## src/rtl/bp_pkg.sv

```systemverilog
package bp_pkg;
  function automatic int unsigned ctr_max(int unsigned w);
    return (1 << w) - 1;
  endfunction

  // weak not-taken: one below the taken threshold
  function automatic int unsigned ctr_weak_nt(int unsigned w);
    return (1 << (w - 1)) - 1;
  endfunction
endpackage

```

## src/rtl/bp_ctr_step.sv

```systemverilog
module bp_ctr_step #(
  parameter int unsigned CTR_W = 2
) (
  input  logic [CTR_W-1:0] cur_i,
  input  logic             taken_i,
  output logic [CTR_W-1:0] nxt_o
);
  localparam logic [CTR_W-1:0] MAXV = CTR_W'(bp_pkg::ctr_max(CTR_W));
  localparam logic [CTR_W-1:0] ONE  = CTR_W'(1);

  always_comb begin
    nxt_o = cur_i;
    if (taken_i) begin
      if (cur_i != MAXV) nxt_o = cur_i + ONE;
    end else begin
      if (cur_i != '0) nxt_o = cur_i - ONE;
    end
  end
endmodule

```

## src/rtl/bp_ghr.sv

```systemverilog
module bp_ghr #(
  parameter int unsigned HIST_W = 2
) (
  input  logic              clk_i,
  input  logic              rst_ni,
  input  logic              shift_i,
  input  logic              bit_i,
  output logic [HIST_W-1:0] hist_o
);
  logic [HIST_W-1:0] hist_q;

  always_ff @(posedge clk_i or negedge rst_ni) begin
    if (!rst_ni)      hist_q <= '0;
    else if (shift_i) hist_q <= (hist_q << 1) | HIST_W'(bit_i);
  end

  assign hist_o = hist_q;


  ghr_shift_chk: assert property (@(posedge clk_i) disable iff (!rst_ni)
    shift_i |=> hist_q[0] == $past(bit_i));


  ghr_hold_chk: assert property (@(posedge clk_i) disable iff (!rst_ni)
    !shift_i |=> $stable(hist_q));
endmodule

```

## src/rtl/bp_ctr_table.sv

```systemverilog
module bp_ctr_table #(
  parameter int unsigned TAB_W = 8,
  parameter int unsigned CTR_W = 2
) (
  input  logic             clk_i,
  input  logic             rst_ni,
  input  logic [TAB_W-1:0] rd_idx_i,
  output logic             rd_taken_o,
  input  logic             wr_en_i,
  input  logic [TAB_W-1:0] wr_idx_i,
  input  logic             wr_taken_i
);
  localparam int unsigned      ENTRIES = 1 << TAB_W;
  localparam logic [CTR_W-1:0] INITV   = CTR_W'(bp_pkg::ctr_weak_nt(CTR_W));
  localparam logic [CTR_W-1:0] MAXV    = CTR_W'(bp_pkg::ctr_max(CTR_W));

  logic [CTR_W-1:0] ctr_q [ENTRIES];
  logic [CTR_W-1:0] wr_cur;
  logic [CTR_W-1:0] wr_nxt;

  assign wr_cur     = ctr_q[wr_idx_i];
  assign rd_taken_o = ctr_q[rd_idx_i][CTR_W-1];

  bp_ctr_step #(.CTR_W(CTR_W)) u_step (
    .cur_i  (wr_cur),
    .taken_i(wr_taken_i),
    .nxt_o  (wr_nxt)
  );

  always_ff @(posedge clk_i or negedge rst_ni) begin
    if (!rst_ni) begin
      for (int i = 0; i < ENTRIES; i++) ctr_q[i] <= INITV;
    end else if (wr_en_i) begin
      ctr_q[wr_idx_i] <= wr_nxt;
    end
  end

  // last write, kept for the checks below
  logic             chk_v_q;
  logic             chk_t_q;
  logic [TAB_W-1:0] chk_idx_q;
  logic [CTR_W-1:0] chk_old_q;

  always_ff @(posedge clk_i or negedge rst_ni) begin
    if (!rst_ni) begin
      chk_v_q   <= 1'b0;
      chk_t_q   <= 1'b0;
      chk_idx_q <= '0;
      chk_old_q <= '0;
    end else begin
      chk_v_q   <= wr_en_i;
      chk_t_q   <= wr_taken_i;
      chk_idx_q <= wr_idx_i;
      chk_old_q <= wr_cur;
    end
  end


  sat_hi_chk: assert property (@(posedge clk_i) disable iff (!rst_ni)
    (chk_v_q && chk_t_q && chk_old_q == MAXV) |-> ctr_q[chk_idx_q] == MAXV);


  sat_lo_chk: assert property (@(posedge clk_i) disable iff (!rst_ni)
    (chk_v_q && !chk_t_q && chk_old_q == '0) |-> ctr_q[chk_idx_q] == '0);


  step_up_chk: assert property (@(posedge clk_i) disable iff (!rst_ni)
    (chk_v_q && chk_t_q && chk_old_q != MAXV) |-> ctr_q[chk_idx_q] == chk_old_q + CTR_W'(1));


  step_dn_chk: assert property (@(posedge clk_i) disable iff (!rst_ni)
    (chk_v_q && !chk_t_q && chk_old_q != '0) |-> ctr_q[chk_idx_q] == chk_old_q - CTR_W'(1));
endmodule

```

## src/rtl/corr_bpred.sv

```systemverilog
module corr_bpred #(
  parameter int unsigned PC_W     = 32,
  parameter int unsigned PC_LSB   = 2,
  parameter int unsigned IDX_W    = 6,
  parameter int unsigned HIST_W   = 2,
  parameter int unsigned CTR_W    = 2,
  parameter bit          REG_PRED = 1'b0
) (
  input  logic            clk_i,
  input  logic            rst_ni,
  input  logic [PC_W-1:0] pred_pc_i,
  output logic            pred_taken_o,
  input  logic            upd_valid_i,
  input  logic [PC_W-1:0] upd_pc_i,
  input  logic            upd_taken_i
);
  localparam int unsigned TAB_W = IDX_W + HIST_W;

  logic [IDX_W-1:0] pred_row;
  logic [IDX_W-1:0] upd_row;
  logic [TAB_W-1:0] pred_idx;
  logic [TAB_W-1:0] upd_idx;
  logic             pred_raw;
  logic             unused_pc;

  assign pred_row  = pred_pc_i[PC_LSB +: IDX_W];
  assign upd_row   = upd_pc_i[PC_LSB +: IDX_W];
  assign unused_pc = ^{pred_pc_i, upd_pc_i};

  if (HIST_W > 0) begin : g_hist
    logic [HIST_W-1:0] ghr;

    bp_ghr #(.HIST_W(HIST_W)) u_ghr (
      .clk_i  (clk_i),
      .rst_ni (rst_ni),
      .shift_i(upd_valid_i),
      .bit_i  (upd_taken_i),
      .hist_o (ghr)
    );

    assign pred_idx = {ghr, pred_row};
    assign upd_idx  = {ghr, upd_row};
  end else begin : g_nohist
    assign pred_idx = pred_row;
    assign upd_idx  = upd_row;
  end

  bp_ctr_table #(.TAB_W(TAB_W), .CTR_W(CTR_W)) u_table (
    .clk_i     (clk_i),
    .rst_ni    (rst_ni),
    .rd_idx_i  (pred_idx),
    .rd_taken_o(pred_raw),
    .wr_en_i   (upd_valid_i),
    .wr_idx_i  (upd_idx),
    .wr_taken_i(upd_taken_i)
  );

  if (REG_PRED) begin : g_reg
    logic taken_q;
    always_ff @(posedge clk_i or negedge rst_ni) begin
      if (!rst_ni) taken_q <= 1'b0;
      else         taken_q <= pred_raw;
    end
    assign pred_taken_o = taken_q;
  end else begin : g_comb
    assign pred_taken_o = pred_raw;
  end
endmodule

```

## config.mk

```make
export PLATFORM = sky130hd
export DESIGN_NAME = corr_bpred
export DESIGN_NICKNAME = d
export VERILOG_FILES = /design/src/rtl/bp_pkg.sv /design/src/rtl/bp_ctr_step.sv /design/src/rtl/bp_ghr.sv /design/src/rtl/bp_ctr_table.sv /design/src/rtl/corr_bpred.sv
export SDC_FILE = /design/constraint.sdc
export NUM_CORES = 1
export LEC_CHECK = 0
export BUFFER_PORTS_ARGS = -buffer_cell sky130_fd_sc_hd__buf_4
export CORE_MARGIN = 3
export CORE_UTILIZATION = 44
export CTS_CLUSTER_SIZE = 40
export DETAILED_ROUTE_END_ITERATION = 6
export SYNTH_ARGS = -nofsm -noshare
export SYNTH_HDL_FRONTEND = slang
export SYNTH_SLANG_ARGS = --single-unit
```

## constraint.sdc

```tcl
create_clock -name clk_i -period 3.4 [get_ports clk_i]
set_input_delay 0.17 -clock clk_i [delete_from_list [all_inputs] [get_ports clk_i]]
set_output_delay 0.17 -clock clk_i [all_outputs]
set_load 0.01 [all_outputs]
```

Yosys cells after proc, flatten, opt, wreduce, memory -nomap -nowiden
Index checks and enable logic that the tools add are counted.

Flip-flop bits (word level): 514. Input port bits: 68. Output and inout bits: 1. Logic and storage cells: 280.

$add $sub $neg: 2. $lt $le $gt $ge: 3. Equality and inequality tests: 1. Muxes and demuxes: 12. Bitwise operators: 3. Reductions and logical operators: 2.

Operators by type and width (number): $bwmux W512 (1); $bmux W2 S8 (2); $ge A9 B9 Y1 const B (2); $not A8 Y9 (2); $demux W2 S8 (1); $mux W2 (8); $lt A9 B1 Y1 const B (1); $add A2 B1 Y2 const B (1); $ne A2 B2 Y1 const B (1); $or A2 B1 Y2 (1); $reduce_bool A2 Y1 (1); $sub A2 B1 Y2 const B (1); $logic_and A1 B1 Y1 (1).

Longest topological paths before layout
Word-level depth: 8. Mapped depth: 15. Mapped depth without buffers: 8.

Modules after synthesis
From an unflattened synthesis, not the netlist that was laid out.

Cell total of the unflattened synthesis: 1959. Area total of the unflattened synthesis: 26874.5 µm².

By module, submodules not included: bp_ctr_table (instances 1, cells an instance 1952, area an instance 26775.7 µm², seq. area each 13132.6 µm²); bp_ghr (instances 1, cells an instance 4, area an instance 72.6 µm², seq. area each 50.0 µm²); bp_ctr_step (instances 1, cells an instance 3, area an instance 26.3 µm², seq. area each 0.0 µm²).

Worst setup path before layout
OpenSTA, ideal clock, no wires.

Kind: input-to-output. Start: input pred_pc_i[2]. End: output pred_taken_o. Arrival time: 2620 ps. Setup slack: 610 ps. Stages: 6. Path through: buf_2 > buf_2 > mux4_2 > mux4_2 > mux4_2 > mux4_2.

Cells in the longest elaborated chain, start to end: 4.

Ends and longest elaborated chain: start, declared (RTL line corr_bpred.sv:11) `input logic [PC_W-1:0] pred_pc_i,`; $not A8 Y9 (implied by the code) (RTL line bp_ctr_table.sv:22) `assign rd_taken_o = ctr_q[rd_idx_i][CTR_W-1];`; $bmux W2 S8 (RTL line bp_ctr_table.sv:22); $mux W2 (implied by the code) (2 in a row) (RTL line bp_ctr_table.sv:22); end, declared (RTL line corr_bpred.sv:12) `output logic pred_taken_o,`.

Every way passes these cells. The select of a mux whose other input is x is not followed.

Worst setup path after layout
Start: register u_table.ctr_q[257] in the netlist's numbering. End: output pred_taken_o.

Cells in the longest elaborated chain, start to end: 3.

Ends and longest elaborated chain: start, declared (RTL line bp_ctr_table.sv:17) `logic [CTR_W-1:0] ctr_q [ENTRIES];`; start signal, assigned by index (RTL line bp_ctr_table.sv:34) `ctr_q[wr_idx_i] <= wr_nxt;`; $bmux W2 S8 (RTL line bp_ctr_table.sv:22); $mux W2 (implied by the code) (2 in a row) (RTL line bp_ctr_table.sv:22).

Every way passes these cells. The select of a mux whose other input is x is not followed.

==> out/summary.txt <==
POWER AND IR DROP
------------------------------------------------------------------------------------------
Power per cell area                                                            481 mW/mm^2
Worst VDD drop                                                                      294 uV
Total chip power                                                                   14.7 mW
Static Leak                                                                        11.7 nW

CLOCKING
------------------------------------------------------------------------------------------
Clock sink count                                                                       514
Clk Tree Root Cell                                                            sky130_fd_sc_hd__clkbuf_16
Max H-tree Level                                                                         2
Total CTS buffers                                                                       57
Clock edge transition at the registers on the reported setup and hold paths        0.06 ns
Clk_lat worst skew                                                                 0.62 ns
Buffer depth of the longest clock path                                                   3
CTS tree                                                                               yes

YOSYS
------------------------------------------------------------------------------------------
Dominant register cell in the synthesized netlist                             sky130_fd_sc_hd__dfrtp_1
Sequential element share of the synthesized area                                     49.4%
Count of state elements after synthesis                                                514
Post-synthesis instance area                                                   0.0267 mm^2
Yosys warns                                                                              0
Post-Syn Instances                                                                    2438
Cell taking the most area after synthesis                                     sky130_fd_sc_hd__dfstp_2
Synthesized net count                                                                 2506
Mean instance size in the synthesized netlist                                    11.0 um^2
Cells taking the most area after synthesis                                    sky130_fd_sc_hd__dfstp_2 (25%), sky130_fd_sc_hd__dfrtp_1 (24%), sky130_fd_sc_hd__mux4_2 (15%)
Ys async rst share                                                                    100%
Count of flip-flops with a built-in enable after synthesis                               0
Yosys cell types                                                                        46
Top-area cell type share of the netlist area                                         25.2%

GLOBAL ROUTE
------------------------------------------------------------------------------------------
Overflow after GRT                                                                       0
Vias in the first global route                                                       20000
GRT Resource Usage Total                                                             25.7%
Global-route wire length before repair                                           123000 um
Largest net degree at the start of global routing                                      118
Initial antenna violation count                                                          0

CELLS AND AREA
------------------------------------------------------------------------------------------
Storage element area                                                           0.0132 mm^2
Fillers                                                                               5222
Antenna fix cells                                                                        0
Area taken by multi-input logic gates                                          0.0124 mm^2
Share of cells above drive strength 1                                                37.0%
# nets final                                                                          2593
Area growth from synthesis to layout                                                 14.6%
Util after Layout                                                                    51.4%

ROUTING
------------------------------------------------------------------------------------------
DR vias/cell                                                                          5.88
Iter 0 DRT Violations                                                                 1734
DRC Markers                                                                              0
Total via count after detailed routing                                               19700
Total wire length                                                                 80500 um
Per-cell routed wire length                                                        24.1 um
DRT antenna net count                                                                    0
Pre-Repair DR Iteration Count                                                            5

CRITICAL PATH
------------------------------------------------------------------------------------------
Critical Path End Type                                                          output pin
Required time reported for the critical path endpoint                              3.23 ns
CP delay by family, top                                                       multiplexers
Register-to-register setup slack                                                   0.25 ns
Kind of start point of the critical path                                          register
Cell breakdown of the critical path                                           mux4_2, mux4_2, mux4_2, mux4_2, buf_6
Buffers & Inverters on Critical Path                                                     1
Critical path class                                                                reg2out
Crit-path max cell delay                                                           0.55 ns
Arrival time worst endpoint                                                        3.27 ns
Critical path's most frequent cell                                            sky130_fd_sc_hd__mux4_2
Worst Path Max Fanout                                                                    2
Slowest CP cell                                                               sky130_fd_sc_hd__mux4_2

TIMING
------------------------------------------------------------------------------------------
Final setup TNS                                                                 -0.0354 ns
Worst-margin pin slew                                                              1.07 ns
Worst slew slack as a fraction of its limit                                          28.7%
Tcrit/Tclk final                                                                      101%
Maximum frequency from static timing analysis                                      291 MHz
Setup repair after global routing missed its margin                                   true
Post-route clock skew                                                            0.0185 ns
Final slew viol count                                                                    0
Setup violators final                                                                    1
Min cycle time layout                                                              3.44 ns
Hold Violations, Final                                                                   0
Min setup slack post-route                                                      -0.0354 ns

RUN STATUS
------------------------------------------------------------------------------------------
Failing checks                                                                setup timing
Result of the run                                                             finished with violations

FLOORPLANNING
------------------------------------------------------------------------------------------
Overall die area                                                               0.0637 mm^2
Die width                                                                           252 um
Placeable core area                                                            0.0596 mm^2
Top-Level Pins                                                                          69
Effective utilization at floorplan                                                   44.8%
Die extent in y                                                                     252 um
Number of rows in the core area                                                         89

PLACED DESIGN
------------------------------------------------------------------------------------------
HPWL after detailed placement                                                     53600 um
Count of buffers inserted at the top-level ports                                        16
Final weighted congestion in routability-driven placement                            0.879

FLOW RUN
------------------------------------------------------------------------------------------
Reported max-cap violation count                                                         0

WORST HOLD PATH
------------------------------------------------------------------------------------------
Worst hold-check path type                                                        in2async

==> where the power goes <==
group          switching, mW  internal, mW
sequential             0.158          6.50
clock                   2.57          3.66
combinational           1.14         0.710
==> layout make-up <==
type	count	share of cell area (%)
multi-input combinational	1753	40.6
clock buffer	82	5.39
sequential	514	43.1
inverter	2	0.0245
tap	773	3.16
clock inverter	23	0.723
timing repair buffer	197	7.06
==> metrics by stage <==
stage / cell area [um^2] / hold slack [ns] / setup WS, ns / std cells
finish: 30600 / 0.237 / -0.0354 / 3344
detailed placement: 28600 / 0.351 / -0.141 / 3224
floorplan: 26700 / -0.126 / 0.610 / 2438
CTS: 30600 / 0.248 / -0.0556 / 3339
global route: 30600 / 0.308 / -0.0773 / 3344
global placement: 28600 / 0.337 / -0.125 / 3224
==> flip-flops by register name (all words and copies together), names as in the netlist <==
name,count
g_hist.u_ghr.hist_o,2
u_table.ctr_q,512
==> layout by cell type, fill, tap and decap left out, types with 12 or more instances in the layout <==
cell type,Yosys,final
sky130_fd_sc_hd__o21ai_1,280,280
sky130_fd_sc_hd__o21ai_2,201,200
sky130_fd_sc_hd__a22oi_1,55,55
sky130_fd_sc_hd__dfstp_2,256,256
sky130_fd_sc_hd__o21ai_0,36,36
sky130_fd_sc_hd__nand3_1,15,15
sky130_fd_sc_hd__nor2_1,37,26
sky130_fd_sc_hd__dfrtp_1,258,258
sky130_fd_sc_hd__mux4_2,182,182
sky130_fd_sc_hd__clkbuf_8,0,14
sky130_fd_sc_hd__nand2_1,783,783
sky130_fd_sc_hd__buf_4,16,137
sky130_fd_sc_hd__clkinv_2,0,17
sky130_fd_sc_hd__clkbuf_16,0,57
sky130_fd_sc_hd__mux2i_1,70,70
sky130_fd_sc_hd__a21oi_1,20,20
sky130_fd_sc_hd__buf_12,22,52
sky130_fd_sc_hd__clkbuf_1,70,12
==> worst register-to-register path, stage by stage, from the launching register on <==
cell and delay, ns:
sky130_fd_sc_hd__dfrtp_1 0.38, sky130_fd_sc_hd__buf_4 0.14, sky130_fd_sc_hd__mux4_2 0.48, sky130_fd_sc_hd__a22oi_1 0.26
sky130_fd_sc_hd__a21oi_1 0.16, sky130_fd_sc_hd__nor4_1 0.39, sky130_fd_sc_hd__buf_4 0.19, sky130_fd_sc_hd__o22a_1 0.17
sky130_fd_sc_hd__nand3_1 0.20, sky130_fd_sc_hd__o21ai_4 0.16, sky130_fd_sc_hd__buf_12 0.22, sky130_fd_sc_hd__buf_12 0.20
sky130_fd_sc_hd__o21ai_1 0.10
==> path summary, 6_finish.rpt <==
kind | start | endpoint | cells after the start
min in group clk_i | upd_pc_i[5] | u_table.ctr_q[112] | 5
max in group asynchronous | rst_ni | u_table.ctr_q[200] | 3
max reg2reg | u_table.ctr_q[457] | u_table.ctr_q[259] | 12
min | rst_ni | u_table.ctr_q[99] | 2
min reg2reg | u_table.ctr_q[88] | u_table.ctr_q[88] | 2
max | u_table.ctr_q[257] | pred_taken_o | 5
==> per-layer routing <==
| layer | GRT usage [%] | wire [um] | up-vias |
|---|---|---|---|
| li1 | - | - | 8931 |
| met5 | 0 | 0 | - |
| met4 | 10.6 | 3570 | 0 |
| met1 | 34.4 | 33000 | 9790 |
| met2 | 40.5 | 37300 | 738 |
| met3 | 6.11 | 6650 | 207 |
==> cell usage after synthesis (all sizes together), types with 2 or more instances <==
cell type  number
dfrtp         258
inv             2
nor2           37
nand2         783
a22oi          55
and2            3
mux4          182
buf            98
nor3            6
clkbuf         71
nor2b           4
nor4            6
dfstp         256
nand2b         11
o211ai          3
or2             2
a31oi           3
o21ai         518
nand3b          5
mux2            4
a221oi          4
nand4           6
mux2i          70
nand3          15
a21oi          21
nand4b          2
o22a            3
==> repair_timing <==
| action | 4_1_cts | 5_1_grt |
|---|---|---|
| buffers inserted | 6 | 5 |
| resized for setup | 1 | 0 |
| endpoints found under the hold margin | 52 | 0 |
| hold buffers | 4 | 0 |
| setup endpoints to repair | 1 | 1 |
==> cells by family (layout without fill, tap and decap cells) <==
family | Yosys count | after routing | synth area share, %
buffers and inverters | 171 | 304 | 4.40
DFF | 514 | 514 | 49.4
AOI/OAI and AO/OA | 614 | 614 | 15.1
muxes | 256 | 256 | 18.1
and+or+nand+nor | 883 | 883 | 13.0
Power figures use the tool's default switching activity.
